File: config.mk
export PLATFORM = sky130hd
export DESIGN_NAME = adc_start_gen
export DESIGN_NICKNAME = d
export VERILOG_FILES = /design/src/rtl/adc_start_gen.sv
export SDC_FILE = /design/constraint.sdc
export NUM_CORES = 1
export LEC_CHECK = 0
export BUFFER_PORTS_ARGS = -buffer_cell sky130_fd_sc_hd__buf_2
export CAP_MARGIN = 10
export CORE_MARGIN = 3
export CORE_UTILIZATION = 50
export CTS_BUF_LIST = sky130_fd_sc_hd__clkbuf_4 sky130_fd_sc_hd__clkbuf_8
export CTS_CLUSTER_SIZE = 40
export DETAILED_ROUTE_END_ITERATION = 8
export GPL_TIMING_DRIVEN = 0
export HOLD_SLACK_MARGIN = 0.1
export PLACE_DENSITY = 0.77
export SYNTH_ARGS = -nofsm -noshare
export SYNTH_HDL_FRONTEND = slang
export SYNTH_SLANG_ARGS = --single-unit
File: constraint.sdc
create_clock -name clk -period 2.08 [get_ports clk]
set_clock_uncertainty 0.2 [all_clocks]
set_input_delay 0.416 -clock clk [delete_from_list [all_inputs] [get_ports clk]]
set_output_delay 0.416 -clock clk [all_outputs]
set_load 0.01 [all_outputs]
File: src/rtl/adc_start_gen.sv
module adc_start_gen #(
  parameter int NCH = 5,
  parameter int CW  = 16
) (
  input  logic           clk,
  input  logic           rst_n,
  input  logic           wr_en,
  input  logic [2:0]     wr_addr,
  input  logic [CW-1:0]  wr_data,
  input  logic [NCH-1:0] cap_a_flag,
  input  logic           ch0_e_flag,
  input  logic [CW-1:0]  pwm_cnt,
  input  logic           pwm_down,
  input  logic           adc_busy,
  output logic           req_gen,
  output logic           req_ch0e,
  output logic           req_dly_a,
  output logic           req_dly_b,
  output logic           start_pulse
);

  localparam logic [2:0] A_CHEN = 3'd0;
  localparam logic [2:0] A_CTRL = 3'd1;
  localparam logic [2:0] A_DLYA = 3'd2;
  localparam logic [2:0] A_DLYB = 3'd3;
  localparam logic [2:0] A_SEL  = 3'd4;

  logic [NCH-1:0] ch_en;
  logic [5:0]     ctrl;
  logic [CW-1:0]  dly_a, dly_b;
  logic [1:0]     trig_sel;

  always_ff @(posedge clk) begin
    if (!rst_n) begin
      ch_en    <= '0;
      ctrl     <= '0;
      dly_a    <= '0;
      dly_b    <= '0;
      trig_sel <= '0;
    end else if (wr_en) begin
      case (wr_addr)
        A_CHEN:  ch_en    <= wr_data[NCH-1:0];
        A_CTRL:  ctrl     <= wr_data[5:0];
        A_DLYA:  dly_a    <= wr_data;
        A_DLYB:  dly_b    <= wr_data;
        A_SEL:   trig_sel <= wr_data[1:0];
        default: ;
      endcase
    end
  end

  wire trough_en = ctrl[0];
  wire e_en      = ctrl[1];
  wire up_a      = ctrl[2];
  wire dn_a      = ctrl[3];
  wire up_b      = ctrl[4];
  wire dn_b      = ctrl[5];

  logic [3:0] cond, cond_q, rise, req_q;

  assign cond[0] = (|(cap_a_flag & ch_en)) | (trough_en && pwm_cnt == '0);
  assign cond[1] = e_en & ch0_e_flag;
  assign cond[2] = (pwm_cnt == dly_a) & ((up_a & ~pwm_down) | (dn_a & pwm_down));
  assign cond[3] = (pwm_cnt == dly_b) & ((up_b & ~pwm_down) | (dn_b & pwm_down));
  assign rise    = cond & ~cond_q;

  logic start_q;

  always_ff @(posedge clk) begin
    if (!rst_n) begin
      cond_q  <= '0;
      req_q   <= '0;
      start_q <= 1'b0;
    end else begin
      cond_q  <= cond;
      req_q   <= rise;
      start_q <= rise[trig_sel] & ~adc_busy;
    end
  end

  assign req_gen     = req_q[0];
  assign req_ch0e    = req_q[1];
  assign req_dly_a   = req_q[2];
  assign req_dly_b   = req_q[3];
  assign start_pulse = start_q;

  p_quiet_after_reset_r1: assert property (@(posedge clk) disable iff (!rst_n)
    $past(!rst_n) |-> (req_q == '0 && !start_pulse));

  p_single_pulse_r4: assert property (@(posedge clk) disable iff (!rst_n)
    req_gen |=> !req_gen);

  p_single_pulse_a_r4: assert property (@(posedge clk) disable iff (!rst_n)
    req_dly_a |=> !req_dly_a);

  p_dly_a_match_r6: assert property (@(posedge clk) disable iff (!rst_n)
    req_dly_a |-> $past(pwm_cnt == dly_a &&
                        ((up_a && !pwm_down) || (dn_a && pwm_down))));

  p_dly_b_match_r7: assert property (@(posedge clk) disable iff (!rst_n)
    req_dly_b |-> $past(pwm_cnt == dly_b));

  p_start_selected_r8: assert property (@(posedge clk) disable iff (!rst_n)
    start_pulse |-> req_q[$past(trig_sel)]);

  p_start_not_busy_r9: assert property (@(posedge clk) disable iff (!rst_n)
    start_pulse |-> !$past(adc_busy));

endmodule

==> results of run 1 <==
==> placed cells by master (no fill, tap or decap), types with 2 or more instances in the layout <==
cell type   n
dfxtp_1    52
nand4_1     5
clkbuf_1   10
nor4_1      5
clkbuf_8    5
and3_1      4
nor2b_1     5
clkinv_2    2
nand2_1    69
xnor2_1    21
nor3_1      3
a21oi_1    33
nor2_1     17
xor2_1     11
mux2i_1    14
buf_2      50
inv_1       2
nand3_1     3
dfxtp_2     2
==> layer usage <==
metal | routed length [um] | up-vias | track usage
met1 | 2512 | 937 | 0.2880
met2 | 2649 | 57 | 0.3445
met5 | 0 | - | 0
li1 | - | 1030 | -
met4 | 106 | 0 | 0.06719
met3 | 335 | 11 | 0.05946
==> power by group through the flow <==
stage                     clock network (mW)  registers [mW]  logic [mW]
final                                  0.693            1.07       0.202
after detailed placement                   0            1.09       0.196
after floorplan                            0            1.09      0.0989
after CTS                              0.699            1.07       0.200
after global placement                     0            1.09       0.193
after global routing                   0.749            1.07       0.222
==> final cells by class <==
type,count,area [um^2],area share
Clock buffer,5,68.82,0.02471
Clock inverter,3,40.04,0.01438
Sequential cell,54,1084,0.3890
Tap cell,52,65.06,0.02336
Multi-Input combinational cell,205,1214,0.4358
Buffer,12,46.29,0.01662
Inverter,2,7.507,0.002695
Timing Repair Buffer,51,260.3,0.09344
==> registers in the layout, summed over array words and instances, names as in the netlist <==
name / cells
req_q: 4
ch_en: 5
start_pulse: 1
dly_b: 16
trig_sel: 2
dly_a: 16
cond_q: 4
ctrl: 6
==> repair_timing <==
action	in CTS	in global routing
hold endpoints to repair	1	0
pin swaps	6	0
hold buffers	1	0
endpoints found under the setup margin	1	12
resized for setup	4	3
==> cells by family after synthesis <==
| logic type | count (synthesis) |
|---|---|
| AOI/OAI and AO/OA | 37 |
| xor gates and xnor gates | 32 |
| buffers and inverters | 14 |
| DFF | 54 |
| muxes | 15 |
| and+or+nand+nor | 121 |
==> cells in the mapped netlist <==
cell type / n / area (um^2)
nand4_1: 5 / 31.28
clkbuf_1: 11 / 41.29
mux2_1: 1 / 11.26
o41ai_1: 1 / 8.760
or4_1: 1 / 7.510
nand4b_1: 1 / 8.760
inv_1: 2 / 7.510
nand2_1: 69 / 259.0
a31oi_1: 1 / 6.260
nor4b_1: 1 / 8.760
xnor2_1: 21 / 183.9
and3b_1: 1 / 8.760
nand3_4: 1 / 17.52
nor2_1: 18 / 67.56
mux2i_1: 14 / 140.1
buf_1: 1 / 3.750
nor3b_2: 1 / 12.51
nand3_1: 3 / 15.01
nor4_1: 5 / 31.28
a222oi_1: 1 / 10.01
dfxtp_1: 54 / 1081
or2_2: 1 / 6.260
a21oi_1: 33 / 165.2
nor2b_1: 5 / 31.28
and3_1: 4 / 25.02
nor3_1: 3 / 15.01
xor2_1: 11 / 96.34
a2111oi_2: 1 / 15.01
and2_1: 1 / 6.260
nand2b_1: 1 / 6.260
==> worst register-to-register path, delay by kind of cell, from the launching register on <==
kind / cells / cell delay, ps
compound gates: 1 / 290
simple gates: 3 / 1030
xor+xnor: 1 / 130
flops: 1 / 330
==> per-stage QoR <==
step	util	std cells	setup slack (ps)	setup TNS (ps)
after floorplan	-	273	25.21	0
after global placement	0.5989	375	-293.3	-2256
after detailed placement	0.5989	375	-288.2	-3238
after CTS	0.6301	384	-1.518	-1.518
after global routing	0.6310	384	-88.58	-88.58
final	0.6310	384	0.4035	0
==> how the worst max path moves through the flow <==
| stage | startpoint | endpoint | slack [ps] | cells after the start |
|---|---|---|---|---|
| 2_1_floorplan | pwm_cnt[10] | start_pulse | 30 | 5 |
| 3_3_place_gp | pwm_cnt[10] | start_pulse | -290 | 6 |
| 3_5_place_dp | pwm_cnt[10] | start_pulse | -290 | 6 |
| 4_1_cts | dly_b[9] | start_pulse | -2 | 5 |
| 5_1_grt | dly_b[9] | start_pulse | -90 | 5 |
| 6_report | dly_b[9] | start_pulse | 0.4 | 5 |
==> run summary, run 1 <==
GRT
--------------------------------------------------------------------------------------
Via count of the first global-routing pass                                       1,905
Global-route wire length before repair                                        8.928 mm
Largest net degree at the start of global routing                                   17
Final global-route overflow total                                                    0
Total routing resource utilization after global routing                         0.2166
Initial antenna violation count                                                      0

SETUP PATH
--------------------------------------------------------------------------------------
Register-to-Register Setup Slack                                                0.4 ps
Family with the most delay on the worst path                              simple AND/OR/NAND/NOR gates
Critical path class                                                       flop to flop
Number of buffers and inverters on the critical path                                 0
CP Cell Sequence                                                          xor2_1 > nor4_1 > nand3_1 > or4_4 > a2111oi_4
Critical Path AT                                                               2100 ps
Nature of the critical path endpoint                                              flop
Slowest cell delay on critical path                                             570 ps
Startpoint types                                                                  flop
Worst Reg-to-Reg Cells                                                               5
Slowest stage cell on the critical path                                          or4_4
Required time at the worst-slack endpoint                                      2100 ps
Launch instance of the worst register-to-register path                        dly_b[9]
Endpoint of the lowest-slack register-to-register path                     start_pulse
Largest fanout on the critical path                                                  2

SYNTH
--------------------------------------------------------------------------------------
Post-synthesis net count                                                           319
Sequential element share of the synthesized area                                0.4643
XOR/XNOR Fraction of Synth Area                                                 0.1204
Complex-gate fraction of the synthesized area                                  0.08812
Number of distinct standard cells referenced by the synthesized netlist             30
Proportion of synthesized area in mux cells                                    0.06502
Post-synthesis cell area                                                     2328 um^2
Count of mapped cells out of synthesis                                             273
Area share of and/or/nand/nor cells after synthesis                             0.2397
Largest family of logic cells by synthesized area                         simple AND/OR/NAND/NOR gates
Mean instance size in the synthesized netlist                               8.529 um^2
Register bit total from synthesis                                                   54
Adder and majority gate portion of the synthesized area                              0
Count of synthesis-stage warnings from yosys                                         0

CLOCKING
--------------------------------------------------------------------------------------
Post-CTS setup buffers                                                               0
Worst-path clk slew                                                             100 ps
H-tree depth                                                                         2
Maximum number of buffers from clock root to sink                                    2
TritonCTS clock tree                                                               yes
Number of clock sinks seen by CTS                                                   54
Clock buffer count from CTS                                                          5
Clock latency at the later pin of the worst-skew pair                           310 ps
CTS root buffer                                                               clkbuf_8

POWER AND IR DROP
--------------------------------------------------------------------------------------
Combinational share of power                                                     0.103
Internal power contribution                                                   1.495 mW
Static leakage                                                                1.054 nW
Clock Power Share                                                                0.354
Pwr dens                                                                  704.2 nW/um^2
Psw                                                                          0.4661 mW
Seq pwr share                                                                    0.544
Largest vdd supply drop                                                       419.7 uV
Switching part of the total                                                     0.2376
Design Power                                                                  1.961 mW

STA
--------------------------------------------------------------------------------------
Worst max-slew margin expressed relative to the limit                           0.5597
Final-report setup violation count                                                   0
Final worst path period share                                                   0.9998
Max Transition Viols Final                                                           0
Final hold violation count                                                           0
RSZ-0062 raised after global routing                                              true
Final worst path period need                                                   2080 ps
Max Freq                                                                     480.9 MHz
Actual transition at the worst max-transition pin                             652.0 ps
Final-layout worst hold slack                                                 140.6 ps

DRT
--------------------------------------------------------------------------------------
Number of iterations in the first detailed-routing pass                              4
1st-iter DRT viols                                                                 103
Number of nets with antenna violations after routing                                 0
DRC violation count after routing                                                    0
Routed via count                                                                 2,035
DR vias/cell                                                                     5.299
Sum of routed wire length over all layers                                     5.603 mm
Routed wirelength normalized by instance count                                14.59 um

PLACED DESIGN
--------------------------------------------------------------------------------------
Placed wire-length estimate after detailed placement                          4.208 mm
Final RePlAce weighted congestion                                               0.8288
Post-place instance area                                                     2644 um^2
IO Port Bufs                                                                        50

WORST HOLD PATH
--------------------------------------------------------------------------------------
Hold Path Stages                                                                     3
Worst Hold Path EP                                                           dly_a[11]
Startpoint of the tightest hold check path                                 wr_data[11]
Classification of the worst-slack hold path                               input pin to flop

FINAL LAYOUT
--------------------------------------------------------------------------------------
Number of diodes added for antenna fixing                                            0
Area overhead of the layout relative to synthesis                               19.61%
Fraction of final layout cells with drive strength greater than 1               0.2018
Number of fill cells in the layout                                                 381
Cell area after layout                                                       2785 um^2
Layout Nets                                                                        377

RUN
--------------------------------------------------------------------------------------
Number of violations of the max-capacitance limit                                    0

RUN STATUS
--------------------------------------------------------------------------------------
Run status                                                                finished, final reports clean

FLOORPLANNING
--------------------------------------------------------------------------------------
Die width                                                                     74.24 um
I/O pin count                                                                       51
Placeable core region                                                        4414 um^2
Number of rows in the core area                                                     24
Die outline height                                                            74.24 um
Starting utilization of the core area                                           0.5275
Die ar.                                                                      5512 um^2

Power figures use the tool's default switching activity.
==> run 2: changes to the inputs <==
- MAX_ROUTING_LAYER: unset -> met4
- SKIP_LAST_GASP: unset -> 1
==> run summary, run 2 (synthesis gave the netlist of run 1 again) <==
RUN STATUS
--------------------------------------------------------------------------------
Run status                                                          finished with violations
Violated checks                                                     negative setup slack

CLOCKING
--------------------------------------------------------------------------------
Number of clock sinks seen by CTS                                             54
CTS root buffer                                                         clkbuf_8
Post-CTS setup buffers                                                         0
H-tree depth                                                                   2
Maximum number of buffers from clock root to sink                              2
Worst-path clk slew                                                        90 ps
Clock buffer count from CTS                                                    5
TritonCTS clock tree                                                         yes
Clock latency at the later pin of the worst-skew pair                     310 ps

GRT
--------------------------------------------------------------------------------
Global-route wire length before repair                                  8.914 mm
Via count of the first global-routing pass                                 1,904
Initial antenna violation count                                                0
Largest net degree at the start of global routing                             17
Total routing resource utilization after global routing                   0.2231
Final global-route overflow total                                              0

STA
--------------------------------------------------------------------------------
Final worst path period need                                             2085 ps
Final WS setup                                                         -4.931 ps
Max Freq                                                               479.6 MHz
Worst max-slew margin expressed relative to the limit                     0.5923
RSZ-0062 raised after global routing                                        true
Final-report setup violation count                                             1
Final hold violation count                                                     0
Actual transition at the worst max-transition pin                       603.7 ps
Max Transition Viols Final                                                     0
Final worst path period share                                              1.002

FINAL LAYOUT
--------------------------------------------------------------------------------
Number of fill cells in the layout                                           381
Area occupied by registers                                             1084 um^2
Area of the multi-input gates                                          1214 um^2
Fraction of final layout cells with drive strength greater than 1         0.2018
Final core area utilization                                               0.6310
Layout Nets                                                                  377
Area overhead of the layout relative to synthesis                         19.61%
Leading cell type in the layout, fill and taps excluded                  nand2_1
Most frequent cells in the layout                                   nand2_1 (69), dfxtp_1 (52), buf_2 (50)
Number of diodes added for antenna fixing                                      0
Biggest registers after layout                                      dly_a (16), dly_b (16), ctrl (6)
Cell area after layout                                                 2785 um^2

SETUP PATH
--------------------------------------------------------------------------------
CP Cell Sequence                                                    xor2_1 > nor4_1 > nand3_1 > or4_4 > a2111oi_4
Slowest stage cell on the critical path                                    or4_4
Worst Reg-to-Reg Cells                                                         5
Slowest cell delay on critical path                                       570 ps
Nature of the critical path endpoint                                        flop
Critical path class                                                 flop to flop
Launch point of the worst path                                          dly_b[9]
Required time at the worst-slack endpoint                                2100 ps
Critical Path AT                                                         2100 ps
Launch instance of the worst register-to-register path                  dly_b[9]
Startpoint types                                                            flop
Largest fanout on the critical path                                            2

DRT
--------------------------------------------------------------------------------
1st-iter DRT viols                                                           114
DRC violation count after routing                                              0
Sum of routed wire length over all layers                               5.627 mm
Number of nets with antenna violations after routing                           0
Routed wirelength normalized by instance count                          14.65 um
DR vias/cell                                                               5.365
Number of iterations in the first detailed-routing pass                        4
Routed via count                                                           2,060

PLACED DESIGN
--------------------------------------------------------------------------------
Post-place instance area                                               2644 um^2
Placed wire-length estimate after detailed placement                    4.208 mm
IO Port Bufs                                                                  50
Final RePlAce weighted congestion                                         0.8414

FLOORPLANNING
--------------------------------------------------------------------------------
I/O pin count                                                                 51
Die width                                                               74.24 um
Die ar.                                                                5512 um^2
Number of rows in the core area                                               24
Starting utilization of the core area                                     0.5275
Placeable core region                                                  4414 um^2
Die outline height                                                      74.24 um

POWER AND IR DROP
--------------------------------------------------------------------------------
Pwr dens                                                            703.4 nW/um^2
Largest vdd supply drop                                                 419.7 uV
Static leakage                                                          1.054 nW

RUN
--------------------------------------------------------------------------------
Number of violations of the max-capacitance limit                              0

WORST HOLD PATH
--------------------------------------------------------------------------------
Startpoint of the tightest hold check path                           wr_data[11]
Classification of the worst-slack hold path                         input pin to flop
Hold Path Stages                                                               3

-- run 2: worst paths after layout --
| kind | end | slack [ps] |
|---|---|---|
| setup / recovery | start_pulse | -5 |
| hold / removal | dly_a[11] | 140 |
| setup reg to reg | start_pulse | -5 |
| hold reg to reg | req_q[3] | 210 |
-- run 2: area by class of cell --
cell class	count	area share
tap	52	0.02336
inverter	2	0.002695
clock buffer	5	0.02471
clock inverter	3	0.01438
sequential	54	0.3890
timing repair buffer	51	0.09344
multi-input combinational	205	0.4358
buffer	12	0.01662
-- run 2: through the flow --
step	hold WS, ps	TNS (ps)	std cells	power [mW]	setup WS (ps)
3_3_place_gp	195.2	-2256	375	1.282	-293.3
2_1_floorplan	182.6	0	273	1.187	25.21
4_1_cts	141.9	-1.518	384	1.966	-1.518
3_5_place_dp	201.7	-3238	375	1.286	-288.2
6_report	143.4	-4.931	384	1.959	-4.931
5_1_grt	133.1	-88.58	384	2.040	-88.58
-- run 2: where the power goes --
group | switching [mW] | total (mW) | internal, mW | leakage (nW)
combinational | 0.115 | 0.202 | 0.0871 | 0.558
sequential | 0.0124 | 1.07 | 1.05 | 0.438
clock | 0.337 | 0.691 | 0.354 | 0.0579
-- run 2: repair_timing --
item                                    in CTS  in global routing
pin swaps                                    6                  0
endpoints found under the setup margin       1                 12
hold endpoints to repair                     1                  0
hold buffers                                 1                  0
resized for setup                            4                  3
-- run 2: layer usage --
layer	vias up	wire, um	track usage
li1	1029	-	-
met1	939	2461	0.2863
met2	81	2731	0.3455
met3	11	362	0.05946
met4	0	71	0.06719
met5	-	0	-
-- run 2: critical path: cells and delay by family, from the launching register on --
kind / cells / cell delay [ps]
AO/OA/AOI/OAI: 1 / 290
XOR/XNOR: 1 / 130
AND/OR/NAND/NOR: 3 / 1040
flip-flops: 1 / 330
==> run 3: changes to the inputs <==
- ABC_AREA: unset -> 1
- CTS_CLUSTER_DIAMETER: unset -> 100
- SKIP_CTS_REPAIR_TIMING: unset -> 1
==> run summary, run 3 <==
DRT
--------------------------------------------------------------------------------------
DR vias/cell                                                                     4.982
Routed wirelength normalized by instance count                                13.17 um
Sum of routed wire length over all layers                                     6.573 mm
Wire length on met2                                                           3.021 mm
Number of iterations in the first detailed-routing pass                              4
Wl on met1                                                                    2.925 mm
Number of nets with antenna violations after routing                                 0
Top Layer Used                                                                    met4
1st-iter DRT viols                                                                 152
Sum of met3 wire segment lengths after detailed routing                         550 um
DRC violation count after routing                                                    0
Routed via count                                                                 2,486

SYNTH
--------------------------------------------------------------------------------------
Post-synthesis async set-or-reset flop share                                         0
Share of the synthesized area in the top cell type                              0.4324
Count of flip-flops with a built-in enable after synthesis                           0
Area share of and/or/nand/nor cells after synthesis                             0.2818
Number of distinct standard cells referenced by the synthesized netlist             23
Synth top area cells                                                      dfxtp_1 (43%), nand2_1 (11%), nor2_1 (10%)
XOR/XNOR Fraction of Synth Area                                                0.02102
Mean instance size in the synthesized netlist                               6.684 um^2
Commonest register cell after synthesis                                        dfxtp_1
Most common cell in the synthesized netlist                                    nand2_1
Most area-hungry cell type in the Yosys netlist                                dfxtp_1
Adder and majority gate portion of the synthesized area                              0
Sequential element share of the synthesized area                                0.4324
Register bit total from synthesis                                                   54
Proportion of synthesized area in mux cells                                          0
Largest family of logic cells by synthesized area                         simple AND/OR/NAND/NOR gates
Count of mapped cells out of synthesis                                             374
Cell types with the highest counts after synthesis                        nand2_1 (76), nor2_1 (67), dfxtp_1 (54), o21ai_0 (39), inv_1 (37)
Post-synthesis net count                                                           420
Count of synthesis-stage warnings from yosys                                         0
Complex-gate fraction of the synthesized area                                   0.1682
Post-synthesis cell area                                                     2500 um^2

POWER AND IR DROP
--------------------------------------------------------------------------------------
Switching part of the total                                                     0.2686
Static leakage                                                                1.332 nW
Psw                                                                          0.5260 mW
Largest vdd supply drop                                                       398.8 uV
Clock Power Share                                                                0.316
Pwr dens                                                                  668.6 nW/um^2
Seq pwr share                                                                    0.554
Combinational share of power                                                     0.131
Internal power contribution                                                   1.432 mW

GRT
--------------------------------------------------------------------------------------
Final global-route overflow total                                                    0
Global-route wire length before repair                                        10.75 mm
Total routing resource utilization after global routing                         0.2385
Largest net degree at the start of global routing                                   17
Initial antenna violation count                                                      0
Via count of the first global-routing pass                                       2,315

CLOCKING
--------------------------------------------------------------------------------------
Maximum number of buffers from clock root to sink                                    2
Clock buffer count from CTS                                                          5
H-tree depth                                                                         2
Number of clock sinks seen by CTS                                                   54
CTS root buffer                                                               clkbuf_8
Clock latency at the later pin of the worst-skew pair                           310 ps
TritonCTS clock tree                                                               yes
Worst-path clk slew                                                             100 ps

PLACED DESIGN
--------------------------------------------------------------------------------------
Placed wire-length estimate after detailed placement                          4.966 mm
Dpl cells                                                                          491
Minimum setup slack after placement                                           313.8 ps
Final RePlAce weighted congestion                                               0.8666
IO Port Bufs                                                                        50
Post-place instance area                                                     2834 um^2

SETUP PATH
--------------------------------------------------------------------------------------
Largest fanout on the critical path                                                  2
Critical Path AT                                                               1570 ps
Register-to-Register Setup Slack                                                580 ps
Endpoint of the lowest-slack register-to-register path                     start_pulse
Nature of the critical path endpoint                                              flop
Required time at the worst-slack endpoint                                      2150 ps
Critical path class                                                       flop to flop
Launch instance of the worst register-to-register path                        dly_b[7]
Worst Reg-to-Reg Cells                                                              10
Startpoint types                                                                  flop

FLOORPLANNING
--------------------------------------------------------------------------------------
Die outline height                                                            76.71 um
Die width                                                                     76.71 um
Starting utilization of the core area                                           0.5224
Die ar.                                                                      5884 um^2
Placeable core region                                                        4786 um^2
Number of rows in the core area                                                     25
I/O pin count                                                                       51

STA
--------------------------------------------------------------------------------------
Max Transition Viols Final                                                           0
Max Freq                                                                     666.0 MHz
Final worst path period share                                                   0.7219
Final-layout worst hold slack                                                 144.4 ps
Final-report setup violation count                                                   0
Setup TNS after final layout                                                      0 ps
Worst max-slew margin expressed relative to the limit                           0.6505
Final worst path period need                                                   1502 ps
RSZ-0062 raised after global routing                                             false
Final hold violation count                                                           0
Actual transition at the worst max-transition pin                             524.3 ps
Final WS setup                                                                578.5 ps

WORST HOLD PATH
--------------------------------------------------------------------------------------
Classification of the worst-slack hold path                               input pin to flop
Startpoint of the tightest hold check path                                 wr_data[14]
Hold Path Stages                                                                     3
Worst Hold Path EP                                                           dly_a[14]

FINAL LAYOUT
--------------------------------------------------------------------------------------
Area overhead of the layout relative to synthesis                               17.17%
Biggest registers after layout                                            dly_a (16), dly_b (16), ctrl (6)
Cell area after layout                                                       2929 um^2
Fraction of final layout cells with drive strength greater than 1               0.1968
Non-filler cells in the finished layout                                            499
Number of diodes added for antenna fixing                                            0
Layout Nets                                                                        477
Most frequent cells in the layout                                         nand2_1 (76), nor2_1 (67), buf_2 (56)
Leading cell type in the layout, fill and taps excluded                        nand2_1

RUN STATUS
--------------------------------------------------------------------------------------
Run status                                                                finished, final reports clean

RUN
--------------------------------------------------------------------------------------
Number of violations of the max-capacitance limit                                    0

-- run 3: cell count changes in the layout (fill, tap and decap cells not counted), sizes merged, moves of 6 or more --
cell | previous run | this run
mux2i | 14 | 0
nor2 | 18 | 69
inv | 2 | 50
nand2 | 69 | 76
xnor2 | 21 | 0
buf | 51 | 57
clkbuf | 16 | 9
o21ai | 0 | 54
-- run 3: kinds of logic after synthesis --
family	count (synthesis)
DFF	54
xor gates and xnor gates	6
buffers and inverters	62
and+or+nand+nor	168
AOI/OAI and AO/OA	84
-- run 3: area by class of cell --
type                       count  area [um^2]
tap                           67        83.83
inverter                      52        195.2
sequential                    54         1081
clock buffer                   6        82.58
clock inverter                 2        12.51
buffer                        10        46.29
timing repair buffer          50        250.2
multi-input combinational    258         1177
fill                         490         1857
-- run 3: worst max-delay path: stages (launching register included) --
cell     delay (ps)
dfxtp_1         340
inv_1            60
nand2_1          80
nand2_1          60
nor2_1          120
nand2_1          70
nor2_1          220
nand4_1         130
nand3_1         100
nand2_1          50
inv_1            40
-- run 3: worst max-delay path by stage --
stage	start	end	slack, ps
after CTS	dly_b[7]	start_pulse	610
after floorplan	wr_en	ctrl[3]	720
after detailed placement	wr_addr[2]	dly_b[0]	310
after global routing	dly_a[12]	start_pulse	490
after global placement	wr_addr[2]	dly_b[0]	330
final	dly_b[7]	start_pulse	580
-- run 3: metal layers --
metal | vias to the layer above | track usage
met5 | - | -
met4 | 0 | 0.07790
met3 | 8 | 0.03991
met2 | 83 | 0.3902
met1 | 1096 | 0.3003
li1 | 1299 | -
-- run 3: power by group through the flow --
stage               logic, mW  registers [mW]  clock network (mW)
floorplan               0.144            1.11                   0
global placement        0.249            1.11                   0
detailed placement      0.253            1.11                   0
CTS                     0.254            1.08               0.627
global route            0.292            1.09               0.656
finish                  0.256            1.08               0.618
-- run 3: stage by stage --
step / utilization / total power [mW]
3_3_place_gp: 0.5922 / 1.356
3_5_place_dp: 0.5922 / 1.361
4_1_cts: 0.6120 / 1.965
5_1_grt: 0.6120 / 2.037
6_report: 0.6120 / 1.958
2_1_floorplan: - / 1.249
